## config.mk

```make
export PLATFORM = sky130hd
export DESIGN_NAME = serial_id_reg
export DESIGN_NICKNAME = d
export VERILOG_FILES = /design/src/rtl/serial_id_pkg.sv /design/src/rtl/serial_id_op_decode.sv /design/src/rtl/serial_id_reg.sv
export SDC_FILE = /design/constraint.sdc
export NUM_CORES = 1
export LEC_CHECK = 0
export BUFFER_PORTS_ARGS = -buffer_cell sky130_fd_sc_hd__buf_2
export CAP_MARGIN = 25
export CORE_MARGIN = 4
export CORE_UTILIZATION = 38
export DETAILED_ROUTE_END_ITERATION = 16
export PLACE_DENSITY = 0.54
export SLEW_MARGIN = 20
export SYNTH_ARGS = -nofsm -noshare
export SYNTH_HDL_FRONTEND = slang
export SYNTH_SLANG_ARGS = --single-unit
```

## constraint.sdc

```tcl
create_clock -name clk_i -period 3.1 [get_ports clk_i]
set_clock_uncertainty 0.2 [all_clocks]
set_input_delay 0.31 -clock clk_i [delete_from_list [all_inputs] [get_ports clk_i]]
set_output_delay 0.31 -clock clk_i [all_outputs]
set_load 0.05 [all_outputs]
```

## src/rtl/serial_id_pkg.sv

```systemverilog
package serial_id_pkg;

    typedef enum logic [1:0] {
        OP_HOLD  = 2'd0,
        OP_LOAD  = 2'd1,
        OP_SHIFT = 2'd2
    } id_op_e;

endpackage

```

## src/rtl/serial_id_op_decode.sv

```systemverilog
module serial_id_op_decode
    import serial_id_pkg::*;
(
    input  logic   load_i,
    input  logic   step_i,
    output id_op_e op_o
);

    // Load wins over step when both are requested.
    always_comb begin
        if (load_i) begin
            op_o = OP_LOAD;
        end else if (step_i) begin
            op_o = OP_SHIFT;
        end else begin
            op_o = OP_HOLD;
        end
    end

endmodule

```

## src/rtl/serial_id_reg.sv

```systemverilog
module serial_id_reg
    import serial_id_pkg::*;
#(
    parameter int unsigned     WIDTH    = 57,
    parameter logic [WIDTH-1:0] ID_VALUE = 57'h1_2A5C_3E91_7B24_D6
) (
    input  logic clk_i,
    input  logic rst_ni,
    input  logic load_i,
    input  logic step_i,
    input  logic ser_i,
    output logic ser_o
);

    localparam int unsigned MSB = WIDTH - 1;

    typedef struct packed {
        logic [WIDTH-1:0] sr;
    } state_t;

    state_t state_d, state_q;
    id_op_e op;

    serial_id_op_decode i_decode (
        .load_i (load_i),
        .step_i (step_i),
        .op_o   (op)
    );

    always_comb begin
        state_d = state_q;
        unique case (op)
            OP_LOAD:  state_d.sr = ID_VALUE;
            OP_SHIFT: state_d.sr = {state_q.sr[MSB-1:0], ser_i};
            default:  state_d.sr = state_q.sr;
        endcase
    end

    always_ff @(posedge clk_i or negedge rst_ni) begin
        if (!rst_ni) begin
            state_q <= '0;
        end else begin
            state_q <= state_d;
        end
    end

    assign ser_o = state_q.sr[MSB];

    // Checks on the register behaviour
    assert_load_value_R2: assert property (@(posedge clk_i) disable iff (!rst_ni)
        load_i |=> (state_q.sr == ID_VALUE));

    // Also fires when an overridden ID_VALUE lacks the 1,0 top bits.
    assert_top_bits_R3: assert property (@(posedge clk_i) disable iff (!rst_ni)
        load_i |=> (ser_o == 1'b1 && state_q.sr[MSB-1] == 1'b0));

    assert_load_wins_R4: assert property (@(posedge clk_i) disable iff (!rst_ni)
        (load_i && step_i) |=> (state_q.sr == ID_VALUE));

    assert_shift_move_R5: assert property (@(posedge clk_i) disable iff (!rst_ni)
        (!load_i && step_i) |=> (state_q.sr == {$past(state_q.sr[MSB-1:0]), $past(ser_i)}));

    assert_hold_R6: assert property (@(posedge clk_i) disable iff (!rst_ni)
        (!load_i && !step_i) |=> ($stable(state_q.sr) && $stable(ser_o)));

    assert_tap_next_R7: assert property (@(posedge clk_i) disable iff (!rst_ni)
        (!load_i && step_i) |=> (ser_o == $past(state_q.sr[MSB-1])));

endmodule

```

=== After elaboration in Yosys (flattened, before gate mapping) ===
Cells that the tools add are included.

* Register bits after elaboration: 57
* Logic and storage cells: 7
* Bits of input ports: 5
* Output and inout port bits: 1

* Equality and inequality tests: 2
* Reduce and logical (&&, ||, !) cells: 1
* Muxes and demuxes: 3

{| class="wikitable"
|+ Operator list
! operator !! count
|-
| $pmux W57 S2 || 1
|-
| $mux W2 || 2
|-
| $eq A2 B1 Y1 const B || 1
|-
| $eq A2 B2 Y1 const B || 1
|-
| $reduce_bool A2 Y1 || 1
|}

=== Depth between registers and ports, before layout ===
Gate-level depths: netlist of run 1.

* Depth in word-level cells: 4
* Depth in mapped cells: 4
* Gate-level depth less buffers: 2

=== Modules after synthesis ===
Synthesis of run 1 repeated with hierarchy kept, for this count alone.

* Cells, all modules: 251
* Area total of the unflattened synthesis: 2449.8 sq um

{| class="wikitable"
|+ By module, submodules not included
! module !! area each (sq um) !! sequential area each (sq um) !! times used !! cells each
|-
| serial_id_reg || 2428.6 || 1426.4 || 1 || 249
|-
| serial_id_op_decode || 21.3 || 0.0 || 1 || 2
|}

=== Worst setup path before layout of run 1 ===
OpenSTA, ideal clock, no wires.

* Path type: reg2reg
* From: register, netlist name state_q[56]
* To: register state_q[56] (netlist bit)
* Data required time: 2776 ps
* Path slack: 1785 ps
* Setup time: 124 ps
* Buffers on the path: 0
* Clock period less this slack: 1315 ps
* Stages on the path, launching flop included: 3
* Arrival: 991 ps
* Cell sequence: dfrtp_1 -> nor2b_1 -> a211o_1

{| class="wikitable"
|+ RTL lines
! item !! RTL line !! RTL
|-
| end signal: assignment || serial_id_reg.sv:43 || <nowiki>state_q <= state_d;</nowiki>
|-
| end: declaration || serial_id_reg.sv:21 || <nowiki>state_t state_d, state_q;</nowiki>
|}

==> run metrics, run 1 <==
outcome=finished, final reports clean; Synth Cell Area=~2300 um2; CP max stage cell=buf_2; Max Freq=between 600 and 700 MHz; # diodes=0; Final setup viols=0; Pwr Total=0.001664 W; Max Cap Viol=0; DRC=0; Die Y-Extent=86.47 um; clk slew on worst S/H paths=around 60 ps; CP top delay family=buffers and inverters; TNS Setup=0 ps; die footprint=7476 um2; crit path DAT=about 1800 ps; H-tree depth=3; max-slew violation count=0; R2R Path End=state_q[56]; die width=86.47 um; Biggest register=state_q; R2R depth=2; Critical R2R Launch=state_q[56]; CP Capture Type=async pin; Seq cells post-synth=57; Initial Util=0.3929; Clock Path Buffers=2; FF-to-FF setup slack=between 2000 and 2500 ps; I/O Buffers=5; worst-margin pin slew=between 1000 and 1500 ps; area added between synthesis and finish=11.93%; PD cells=about 640 nW/um2; gpl congestion=approximately 0.70; footprint of the multi-input gates=roughly 800 um2; RSZ-0062 raised after global routing=no; Slew headroom=0.3318; CP max stage delay=660 ps; vias per cell=~4.9; largest net degree at the start of global routing=between 80 and 90; FP Rows=28; clock latency on the worst-skew pair=around 330 ps; initial DRC count=72; post-route ant nets=0; leakage power=about 1.2 nW; post-synthesis average cell area=12.58 um2; Worst Hold Class=primary input to flip-flop; Top Registers=state_q (57); Critical Setup Path Class=primary input to async pin; Max VDD drop=around 0.00027 V; Total GRT Usage=0.1102; GR Util met3=0.03232; crit start category=primary input; Max Fanout on Critical Path=39; final worst path period need=roughly 1500 ps; GR Layer Usage met2=0.1613; CORE AREA=5956 um2; via count=~1300; CTS Buf Count=9; Worst EP required=about 3400 ps; Ys Warns=0; period utilization=0.4775; post-CTS setup buffer count=0; GR Util met1=0.1341; critical path, cell by cell=dlygate4sd3_1 > buf_2 > buf_4; hold path endpoint=state_q[0]; wirelength, routed=approximately 3400 um; HPWL Detailed=1861 um; post-CTS sizing=0; sequential share of the synthesized area=0.6096; clock root buffer=clkbuf_8; post-synth cell types=9; Ports=6; share of cells above drive strength 1=0.1122; max reg flops=between 50 and 60; clk sinks=between 50 and 60; CTS tree=yes; Nets=approximately 200; fillcell total=between 500 and 600; final hold vios=0; vias in the first global route=between 1000 and 1500; drt pass-1 iters=4; syn nets=191; initial antenna violation count=0; buffer and inverter count on the worst path=3; FF/Latch Area=~1400 um2; synthesized netlist cell count=186; HP Start=ser_i; Routed WL per cell=between 10 and 15 um; grt ovf=0; Post-CTS Hold Buffers=1; first-pass GRT wire length=between 6000 and 7000 um; Hold Path Stages=3; Top Usage Layer GRT=met2
synth_stat cells (all sizes together):
library cell  instances  area (um2)
buf                  10       73.81
nor2                 28       105.1
dfrtp                57        1426
mux2i                28       280.3
clkbuf                5       18.77
nor2b                29       181.4
a211o                29       254.0
worst reg2reg max path, stage by stage (launching register included):
cell	delay (ps)
dfrtp_1	360
nor2b_1	130
a211o_1	280
layout by cell type (no fill, tap or decap):
cell type	instances
clkinv_2	1
clkbuf_1	2
dfrtp_1	57
bufinv_16	1
nor2_1	28
dlygate4sd3_1	1
nor2b_1	29
mux2i_1	28
buf_12	1
clkbuf_8	12
buf_4	2
a211o_1	29
buf_2	5
kinds of logic after synthesis:
group / count (synthesis) / synth area share
buffers and inverters: 15 / 0.03957
AND/OR/NAND/NOR: 57 / 0.1225
AO/OA/AOI/OAI: 29 / 0.1086
flip-flops: 57 / 0.6096
multiplexers: 28 / 0.1198
final cells by class:
class | instances | area share
Clock buffer | 14 | 0.06593
Timing Repair Buffer | 9 | 0.02676
Multi-Input combinational cell | 114 | 0.3134
Tap cell | 75 | 0.03583
Sequential cell | 57 | 0.5447
Clock inverter | 2 | 0.01338
layer usage:
layer	part of all wire	vias to the layer above
met4	0.027	0
met2	0.44	19
li1	-	649
met1	0.49	660
met5	0	-
met3	0.047	11
stage by stage:
| step | std cells | instance area (um2) | worst slack [ps] | hold WS (ps) | utilization |
|---|---|---|---|---|---|
| finish | 271 | 2619 | 1620 | 46.56 | 0.4397 |
| detailed placement | 254 | 2401 | 1500 | 267.6 | 0.4032 |
| CTS | 271 | 2619 | 1561 | 40.25 | 0.4397 |
| global placement | 254 | 2401 | 1596 | 246.0 | 0.4032 |
| global route | 271 | 2619 | 1411 | 60.07 | 0.4397 |
| floorplan | 186 | 2340 | 1785 | -185.6 | - |
worst max-delay path by stage:
| stage | startpoint | end | slack (ps) | cells past startpoint |
|---|---|---|---|---|
| 2_1_floorplan | state_q[56] | state_q[56] | 1790 | 2 |
| 3_3_place_gp | load_i | state_q[9] | 1600 | 2 |
| 3_5_place_dp | load_i | state_q[32] | 1500 | 2 |
| 4_1_cts | rst_ni | state_q[20] | 1560 | 3 |
| 5_1_grt | rst_ni | state_q[41] | 1410 | 3 |
| 6_report | rst_ni | state_q[36] | 1620 | 3 |
power by group:
group / internal, W / total [W] / switching (W) / leakage [nW]
clock: 0.000436 / 0.000710 / 0.000274 / 0.107
combinational: 0.0000618 / 0.000137 / 0.0000748 / 0.430
sequential: 0.000794 / 0.000818 / 0.0000242 / 0.669
Note: power is estimated with default switching activity, not from simulation.
==> inputs of run 2 (changes only) <==
- ABC_AREA: unset -> 1
- PLACE_DENSITY: 0.54 -> 0.56
- clock period: 3.1 -> 1.3 ns (I/O delays scaled with it)
==> run 2 against run 1 <==
Effect of this change: die area down 3.6%; area after synthesis shrank 4.0%; synthesized cell count increased by 33%; worst hold slack got worse by 6.6 ps; combinational power is 120% higher; highest routed layer unchanged; via count increased by 19%; largest power group unchanged.
==> run metrics, run 2 <==
die width=84.90 um (-1.8%); area added between synthesis and finish=13.86%; clk sinks=57 (unchanged); first-pass GRT wire length=7659 um (+22%); switching share of power=0.2526 (+0.02869); max-slew violation count=0 (unchanged); Ports=6 (unchanged); commonest cells in the synthesized netlist=nand2_1 (114), dfrtp_1 (57), a21oi_1 (29), nand3_1 (28), buf_2 (9); post-route ant nets=0 (unchanged); clock power share=0.379 (-0.048); outcome=finished, final reports clean; max reg flops=57 (unchanged); internal power=0.002717 W (+110%); max layer used=met4; EDFF count, synth=0 (unchanged); commonest non-fill, non-tap cell in the layout=nand2_1; CTS Buf Count=9 (unchanged); clk slew on worst S/H paths=60 ps (about the same); wire length on met3=150 um (-5.7%); initial antenna violation count=0 (unchanged); CP Capture Type=primary output; Initial Util=0.4007 (+0.007857); Design Area, Final=2559 um2 (-2.3%); TNS Setup=0 ps (unchanged); worst-margin pin slew=488.7 ps (-513.6 ps); initial DRC count=112 (+56%); final hold vios=0 (unchanged); most common cell in the netlist=nand2_1; period utilization=0.9580; CORE AREA=5608 um2 (-5.8%); Biggest register=state_q; post-CTS setup buffer count=0 (unchanged); share of cells above drive strength 1=0.1149 (+0.002698); post-synth top area share=0.6347 (+0.02512); ys async rst share=1.000 (unchanged); Critical Setup Path Class=flip-flop to primary output; syn nets=252 (+32%); Seq cells post-synth=57 (unchanged); Clock Path Buffers=2 (unchanged); gpl congestion=0.6892 (-2.0%); Synth Cell Area=2247 um2 (-4.0%); Finished Layout Cells=333 (+23%); CTS tree=yes; Max VDD drop=0.0006865 V (+160%); # diodes=0 (unchanged); post-synth top area cell=dfrtp_1; Ys Warns=0 (unchanged); final worst path period need=1245 ps; grt ovf=0 (unchanged); CP max stage delay=390 ps (-270 ps); Final setup viols=0 (unchanged); sequential fraction of design power=0.538 (+0.047); leakage power=1.273 nW (+5.5%); Placed Cells=316 (+24%); Die Y-Extent=84.90 um (-1.8%); Area contributors post-synth=dfrtp_1 (63%), nand2_1 (19%), a21oi_1 (6.5%), nand3_1 (6.2%), buf_2 (2.0%); I/O Buffers=5 (unchanged); sequential share of the synthesized area=0.6347 (+0.02512); CP max stage cell=dfrtp_1; buffer and inverter count on the worst path=1 (-2); FF-to-FF setup slack=400 ps (-1620 ps); FP Rows=27 (-3.6%); clock latency on the worst-skew pair=330 ps (about the same); Max Fanout on Critical Path=2 (-95%); vias per cell=4.766 (-3.5%); Total GRT Usage=0.1359 (+0.02567); Routed WL per cell=12.59 um (-0.14%); Comb power frac=0.084 (+0.002); Placed Area=2375 um2 (-1.1%); ys flop type=dfrtp_1; post-synth cell types=9 (unchanged); critical path, cell by cell=buf_4; Worst EP required=970 ps (-2470 ps); DRC=0 (unchanged); CP top delay family=flip-flops; Met1 Wirelength=2116 um (+27%); wirelength, routed=4194 um (+23%); synthesized netlist cell count=247 (+33%); via count=1587 (+19%); Worst Hold Class=primary input to flip-flop; Top Registers=state_q (57); H-tree depth=3 (unchanged); HPWL Detailed=2480 um (+33%); most frequent cells in the layout=nand2_1 (114), dfrtp_1 (57), a21oi_1 (29), nand3_1 (28), clkbuf_8 (10); die footprint=7208 um2 (-3.6%); clock root buffer=clkbuf_8; largest net degree at the start of global routing=37 (-57%); vias in the first global route=1558 (+13%); Slew headroom=0.6738 (+0.3419); PD cells=1421 nW/um2 (+120%); crit start category=flip-flop; Max Freq=803.0 MHz; net load switching power=0.0009186 W (+150%); WL met2=1865 um (+24%); Nets=262 (+34%); drt pass-1 iters=4 (unchanged); post-synthesis average cell area=9.098 um2 (-28%); Max Cap Viol=0 (unchanged); RSZ-0062 raised after global routing=no; crit path DAT=920 ps (-900 ps)
==> run 2: cell types whose count changed after synthesis, sizes merged, moves of 27 or more <==
cell,previous run,this run
mux2i,28,0
a211o,29,0
nand2,0,114
nor2,28,1
nor2b,29,0
a21oi,0,29
nand3,0,28
==> run 2: repair_timing <==
action                                  in CTS  in global routing
endpoints found under the setup margin       1                  0
resized for setup                            1                  0
hold buffers                                 2                  0
hold endpoints to repair                    58                  0
==> run 2: worst paths after layout <==
path                             startpoint     endpoint  cells after the start
worst max-delay path            state_q[56]        ser_o                      1
worst min-delay path                 load_i  state_q[33]                      4
worst max register to register  state_q[33]  state_q[34]                      2
worst min register to register  state_q[23]  state_q[23]                      2
max in group asynchronous            rst_ni  state_q[45]                      3
min in group asynchronous            rst_ni  state_q[54]                      2
==> run 2: cells by family after synthesis <==
logic type             count (synthesis)  synth area share
buffers and inverters                 18           0.04510
AO/OA/AOI/OAI                         29           0.06459
AND/OR/NAND/NOR                      143            0.2556
flip-flops                            57            0.6347
==> run 2: cell type report <==
type / instances / area (um2)
fill: 565 / 3049
sequential: 57 / 1426
multi-input combinational: 172 / 724.4
timing repair buffer: 16 / 152.6
clock buffer: 11 / 141.4
tap: 72 / 90.09
clock inverter: 4 / 20.02
inverter: 1 / 3.754
==> run 2: through the flow <==
step,util,hold slack [ps],total power (W),worst slack (ps)
floorplan,-,-365.6,0.002171,261.3
global placement,0.4235,-107.0,0.002289,141.8
detailed placement,0.4235,-106.0,0.002292,132.2
CTS,0.4563,23.17,0.003688,37.86
global route,0.4563,26.22,0.003844,15.16
finish,0.4563,40.00,0.003636,54.65
==> run 2: routing by layer <==
layer  vias up  global-route usage
met3         6             0.06117
li1        810                   -
met5         -                   0
met4         0             0.05180
met1       757              0.1800
met2        14              0.1957
==> run 2: power by group through the flow <==
stage,Combinational (W),Clock [W],Sequential [W]
2_1_floorplan,0.000191,0,0.00198
3_5_place_dp,0.000306,0,0.00199
4_1_cts,0.000313,0.00142,0.00196
3_3_place_gp,0.000302,0,0.00199
6_report,0.000304,0.00138,0.00196
5_1_grt,0.000354,0.00152,0.00197
==> run 2: worst min-delay path, delay by kind of cell <==
family	cells	cell delay, ps
buf+inv	2	310
simple gates	1	50
compound gates	1	50
